[src/rtl/ucseq_pkg.sv]
package ucseq_pkg;
  localparam int OP_W   = 8;
  localparam int STEP_W = 4;
  localparam int CTRL_W = 29;

  // control line positions
  localparam int B_IP_ADDR = 0;
  localparam int B_IR_LD   = 1;
  localparam int B_IP_INC  = 2;
  localparam int B_END     = 3;
  localparam int B_A_LD    = 4;
  localparam int B_A_OUT   = 5;
  localparam int B_B_LD    = 6;
  localparam int B_B_OUT   = 7;
  localparam int B_MEM_OUT = 8;
  localparam int B_MEM_WR  = 9;
  localparam int B_PC_ADDR = 10;
  localparam int B_ALU_ADD = 11;
  localparam int B_ALU_SUB = 12;
  localparam int B_ALU_OUT = 13;
  localparam int B_FLG_LD  = 14;
  localparam int B_CF_SET  = 15;
  localparam int B_CF_CLR  = 16;
  localparam int B_P_LD    = 17;
  localparam int B_C_LD    = 18;
  localparam int B_IP_LD   = 19;
  localparam int B_SRC_IP  = 20;
  localparam int B_SRC_A   = 21;

  typedef logic [CTRL_W-1:0] ctrl_t;

  function automatic ctrl_t bit_of(input int pos);
    ctrl_t w;
    w = '0;
    w[pos] = 1'b1;
    return w;
  endfunction
endpackage

[src/rtl/ucseq_step_counter.sv]
module ucseq_step_counter #(
  parameter int WIDTH = 4
) (
  input  logic             clk,
  input  logic             rst_n,
  input  logic             clr,
  output logic [WIDTH-1:0] step
);
  logic [WIDTH-1:0] tgl;

  assign tgl[0] = 1'b1;

  generate
    for (genvar i = 1; i < WIDTH; i++) begin : g_carry
      assign tgl[i] = tgl[i-1] & step[i-1];
    end
    for (genvar i = 0; i < WIDTH; i++) begin : g_stage
      always_ff @(posedge clk or negedge rst_n) begin
        if (!rst_n)   step[i] <= 1'b0;
        else if (clr) step[i] <= 1'b0;
        else if (tgl[i]) step[i] <= ~step[i];
      end
    end
  endgenerate
endmodule

[src/rtl/ucseq_instr_reg.sv]
module ucseq_instr_reg #(
  parameter int WIDTH = 8
) (
  input  logic             clk,
  input  logic             rst_n,
  input  logic             load,
  input  logic [WIDTH-1:0] din,
  output logic [WIDTH-1:0] q
);
  always_ff @(posedge clk or negedge rst_n) begin
    if (!rst_n)    q <= '0;
    else if (load) q <= din;
  end
endmodule

[src/rtl/ucseq_op_table.sv]
module ucseq_op_table
  import ucseq_pkg::*;
(
  input  logic [OP_W-1:0]   opcode,
  input  logic [STEP_W-1:0] step,
  output ctrl_t             word,
  output logic              known
);
  always_comb begin
    word  = '0;
    known = 1'b1;
    case (opcode)
      8'h10: if (step == 4'd2)
               word = bit_of(B_PC_ADDR) | bit_of(B_MEM_OUT) | bit_of(B_A_LD) | bit_of(B_END);
      8'h20: begin
        if (step == 4'd2)
          word = bit_of(B_PC_ADDR) | bit_of(B_MEM_OUT) | bit_of(B_B_LD);
        else if (step == 4'd3)
          word = bit_of(B_SRC_A) | bit_of(B_ALU_ADD) | bit_of(B_ALU_OUT)
               | bit_of(B_A_LD) | bit_of(B_FLG_LD) | bit_of(B_END);
      end
      8'h30: if (step == 4'd2)
               word = bit_of(B_PC_ADDR) | bit_of(B_A_OUT) | bit_of(B_MEM_WR) | bit_of(B_END);
      8'h40: if (step == 4'd1)
               word = bit_of(B_CF_SET) | bit_of(B_END);
      8'h50: begin
        if (step == 4'd2)
          word = bit_of(B_A_OUT) | bit_of(B_B_LD);
        else if (step == 4'd3)
          word = bit_of(B_SRC_IP) | bit_of(B_ALU_ADD) | bit_of(B_ALU_OUT)
               | bit_of(B_IP_LD) | bit_of(B_END);
      end
      8'h7F: if (step == 4'd15)
               word = bit_of(B_END);
      default: known = 1'b0;
    endcase
  end
endmodule

[src/rtl/ucode_step_sequencer.sv]
module ucode_step_sequencer
  import ucseq_pkg::*;
(
  input  logic              clk,
  input  logic              rst_n,
  input  logic [OP_W-1:0]   data_bus,
  input  logic              ir_load,
  output logic [CTRL_W-1:0] ctrl
);
  logic [OP_W-1:0]   ir_q;
  logic [STEP_W-1:0] step_q;
  ctrl_t             fetch_w;
  ctrl_t             op_w;
  ctrl_t             dflt_w;
  ctrl_t             merged;
  logic              op_known;

  ucseq_instr_reg #(.WIDTH(OP_W)) u_ir (
    .clk(clk), .rst_n(rst_n), .load(ir_load), .din(data_bus), .q(ir_q)
  );

  ucseq_step_counter #(.WIDTH(STEP_W)) u_step (
    .clk(clk), .rst_n(rst_n), .clr(merged[B_END]), .step(step_q)
  );

  ucseq_op_table u_tab (
    .opcode(ir_q), .step(step_q), .word(op_w), .known(op_known)
  );

  // shared fetch contribution
  always_comb begin
    fetch_w = '0;
    if (step_q == '0)
      fetch_w = bit_of(B_IP_ADDR) | bit_of(B_MEM_OUT) | bit_of(B_IR_LD);
    else if (step_q == STEP_W'(1))
      fetch_w = bit_of(B_IP_INC);
  end

  // undefined opcodes finish after the fetch
  always_comb begin
    dflt_w = '0;
    if (!op_known && step_q == STEP_W'(1))
      dflt_w = bit_of(B_END);
  end

  assign merged = fetch_w | op_w | dflt_w;
  assign ctrl   = rst_n ? merged : '0;
endmodule

[config.mk]
export PLATFORM = sky130hd
export DESIGN_NAME = ucode_step_sequencer
export DESIGN_NICKNAME = d
export VERILOG_FILES = /design/src/rtl/ucseq_pkg.sv /design/src/rtl/ucseq_step_counter.sv /design/src/rtl/ucseq_instr_reg.sv /design/src/rtl/ucseq_op_table.sv /design/src/rtl/ucode_step_sequencer.sv
export SDC_FILE = /design/constraint.sdc
export NUM_CORES = 1
export LEC_CHECK = 0
export ABC_CLOCK_PERIOD_IN_PS = 2750
export BUFFER_PORTS_ARGS = -buffer_cell sky130_fd_sc_hd__buf_2
export CAP_MARGIN = 20
export CORE_UTILIZATION = 46
export DETAILED_ROUTE_END_ITERATION = 10
export GPL_TIMING_DRIVEN = 0
export PLACE_DENSITY = 0.78
export SYNTH_ARGS = -nofsm -noshare
export SYNTH_HDL_FRONTEND = slang
export SYNTH_SLANG_ARGS = --single-unit
[constraint.sdc]
create_clock -name clk -period 2.75 [get_ports clk]
set_input_delay 0.4125 -clock clk [delete_from_list [all_inputs] [get_ports clk]]
set_output_delay 0.4125 -clock clk [all_outputs]
set_load 0.02 [all_outputs]
==> flow_metrics.py <==
metrics = {
    "routing": {
        "antenna_left": 0,
        "wl_per_cell_um": 10.7,
        "via_count": 819,
        "avgViaCountPerCell": 4.90,
        "drt-total-wl_um": 1790,
        "first_pass_iters": 4,
        "drtIter0Drc": 23,
        "drc_errors": 0,
    },
    "layout": {
        "fin_util_pct": 64.6,
        "final_cell_mix": "buf_2, buf_4, conb_1, dfrtp_1, nor2_1",
        "fillCellCount": 154,
        "multi_input_area_sq_um": 503,
        "final-seq-area_sq_um": 300,
        "final_nets": 154,
        "diodes": 0,
        "drive_gt1_share_pct": 41.5,
        "area_growth_pct": 27.6,
        "final_cells": 167,
        "layout_commonest_cell": "buf_2",
    },
    "worst_setup_path": {
        "r2r.worst_path.cells": 4,
        "crit_path_start": "u_ir.q[2]",
        "ff2ff_setup_slack_ps": 790,
        "critPathLaunchType": "register",
        "reg2reg_from": "u_ir.q[2]",
        "r2r-end": "u_step.step[1]",
        "end_kind": "primary output",
        "worstSetupPathType": "reg -> out",
        "arrival_ps": 2320,
        "worst_ep_required_time_ps": 2340,
        "crit_fanout": 4,
    },
    "die": {
        "num_rows": 15,
        "core_area_sq_um": 1780,
        "die_h_um": 46.3,
        "die_area_sq_um": 2140,
        "io_pins": 40,
        "initial_utilization_pct": 50.6,
        "die_width_um": 46.3,
    },
    "cts": {
        "path_clk_slew_ps": 80,
        "cts_hold_buf": 0,
        "cts_tree": "done",
        "cts-root-buf": "clkbuf_4",
        "clk_latency_ps": 270,
        "cts_setup_buffers": 0,
        "numCtsBuffers": 3,
        "cts.sinks": 12,
        "cts_max_level": 1,
        "cts_buffer_depth": 2,
    },
    "grt": {
        "antenna_found_initial": 0,
        "grt_max_degree": 15,
        "grt_overflow": 0,
        "grt_pass1_wl_um": 2780,
        "first_global_vias": 653,
        "grt_usage_pct": 18.1,
    },
    "sta": {
        "rsz0062_at_grt": "true",
        "fmax_mhz": 366,
        "drv_slew": 0,
        "setup_violations": 0,
        "finalClockSkew_ps": 6.16,
        "tns_ps": 0,
        "post-route-period-util_pct": 99.4,
        "hold_viol": 0,
        "fin_crit_ps": 2730,
    },
    "synthesis": {
        "syn-mean-instance-area_sq_um": 8.93,
        "async_flop_share_pct": 100,
        "syn_area_sq_um": 902,
        "synth_top_area_share_pct": 33.3,
        "synth_top_area_cell": "dfrtp_1",
        "synth_cell_types": 34,
        "synthFlopType": "dfrtp_1",
        "ys_seq_area_share_pct": 33.3,
        "synth_edf_count": 0,
        "synth_area_leaders": "dfrtp_1, buf_4, mux2_2",
        "syn_inst": 101,
        "synth-seq-cells": 12,
        "yosys_warnings": 0,
    },
    "power": {
        "powerDensity_nw_per_um2": 570,
        "peakVddDrop_mv": 0.520,
        "power.leakage_nw": 0.582,
    },
    "placed_design": {
        "portBuffers": 26,
        "dpl.cell_count": 163,
        "place.detailed.hpwl_um": 1410,
        "place_congestion": 0.821,
    },
    "flow_run": {
        "max_cap_violations": 0,
    },
    "outcome": {
        "status": "finished, final reports clean",
    },
    "hold_path": {
        "hold_path_class": "in -> async",
    },
}
[Yosys cell counts, types with 2 or more instances]
library cell / instances
nor3_1: 5
inv_1: 2
dfrtp_1: 12
o21ai_0: 4
nor4_1: 2
mux2_2: 7
nand2_1: 6
xnor2_1: 4
nor2_1: 9
buf_4: 16
xor2_1: 2
nor3b_1: 2
clkbuf_1: 5
o21bai_1: 2
nand2b_1: 3
nand3_1: 2
[critical path, stage by stage, from the launching register on]
cell and delay, ps:
dfrtp_1 400, or4_4 580, or4b_4 530, o22ai_2 240, o21a_1 150, buf_2 150
[state kept, by name, summed over array words and instances (netlist names)]
| name | flops |
|---|---|
| u_ir.q | 8 |
| u_step.step | 4 |
[cell families (layout without fill, tap and decap cells)]
group | after synthesis | after routing | share of synthesized area [%]
compound gates | 10 | 10 | 8.04
flops | 12 | 12 | 33.3
other cells | 1 | 12 | 0.416
simple gates | 41 | 41 | 27.0
mux | 7 | 7 | 8.74
xor+xnor | 6 | 6 | 5.83
buf+inv | 24 | 54 | 16.6
[stage by stage]
step	instance area (sq um)	worst slack, ps	hold WS (ps)	total power, mW
2_1_floorplan	943	60.3	117	0.457
3_3_place_gp	1100	205	307	0.501
3_5_place_dp	1100	171	317	0.516
4_1_cts	1150	8.04	14.6	0.661
5_1_grt	1150	-49.3	17.6	0.702
6_report	1150	17.8	15.1	0.656
[per-layer routing]
layer	global-route usage, %	part of all wire (%)	routed length (um)
met1	23.4	44	783
met2	28.7	50	892
met4	12.4	1.4	25
met3	1.18	5.1	91
met5	0	0	0
[worst max path at each step]
stage          depth (start not counted)  endpoint
6_report                               5   ctrl[3]
3_5_place_dp                           6  ctrl[21]
4_1_cts                                5  ctrl[21]
5_1_grt                                4  ctrl[15]
2_1_floorplan                          4  ctrl[21]
3_3_place_gp                           6  ctrl[21]
[repair_timing]
item,4_1_cts,5_1_grt
pin swaps,0,0
setup endpoints to repair,1,3
endpoints found under the hold margin,0,0
gates resized for setup,1,1
[cell type report]
type | count | share of cell area, %
multi-input cells | 76 | 43.7
flip-flops and latches | 12 | 26.1
plain buffers | 22 | 12.4
repair buffers | 26 | 11.3
clock buffers | 4 | 3.15
well taps | 25 | 2.72
inverters | 2 | 0.652
[report_power, final]
part,total (mW),internal [mW],leakage (nW),switching [mW]
Sequential,0.251,0.214,0.139,0.0375
Clock,0.139,0.0804,0.0210,0.0581
Combinational,0.266,0.114,0.422,0.153
Total,0.656,0.408,0.582,0.248
Power figures use the tool's default switching activity.
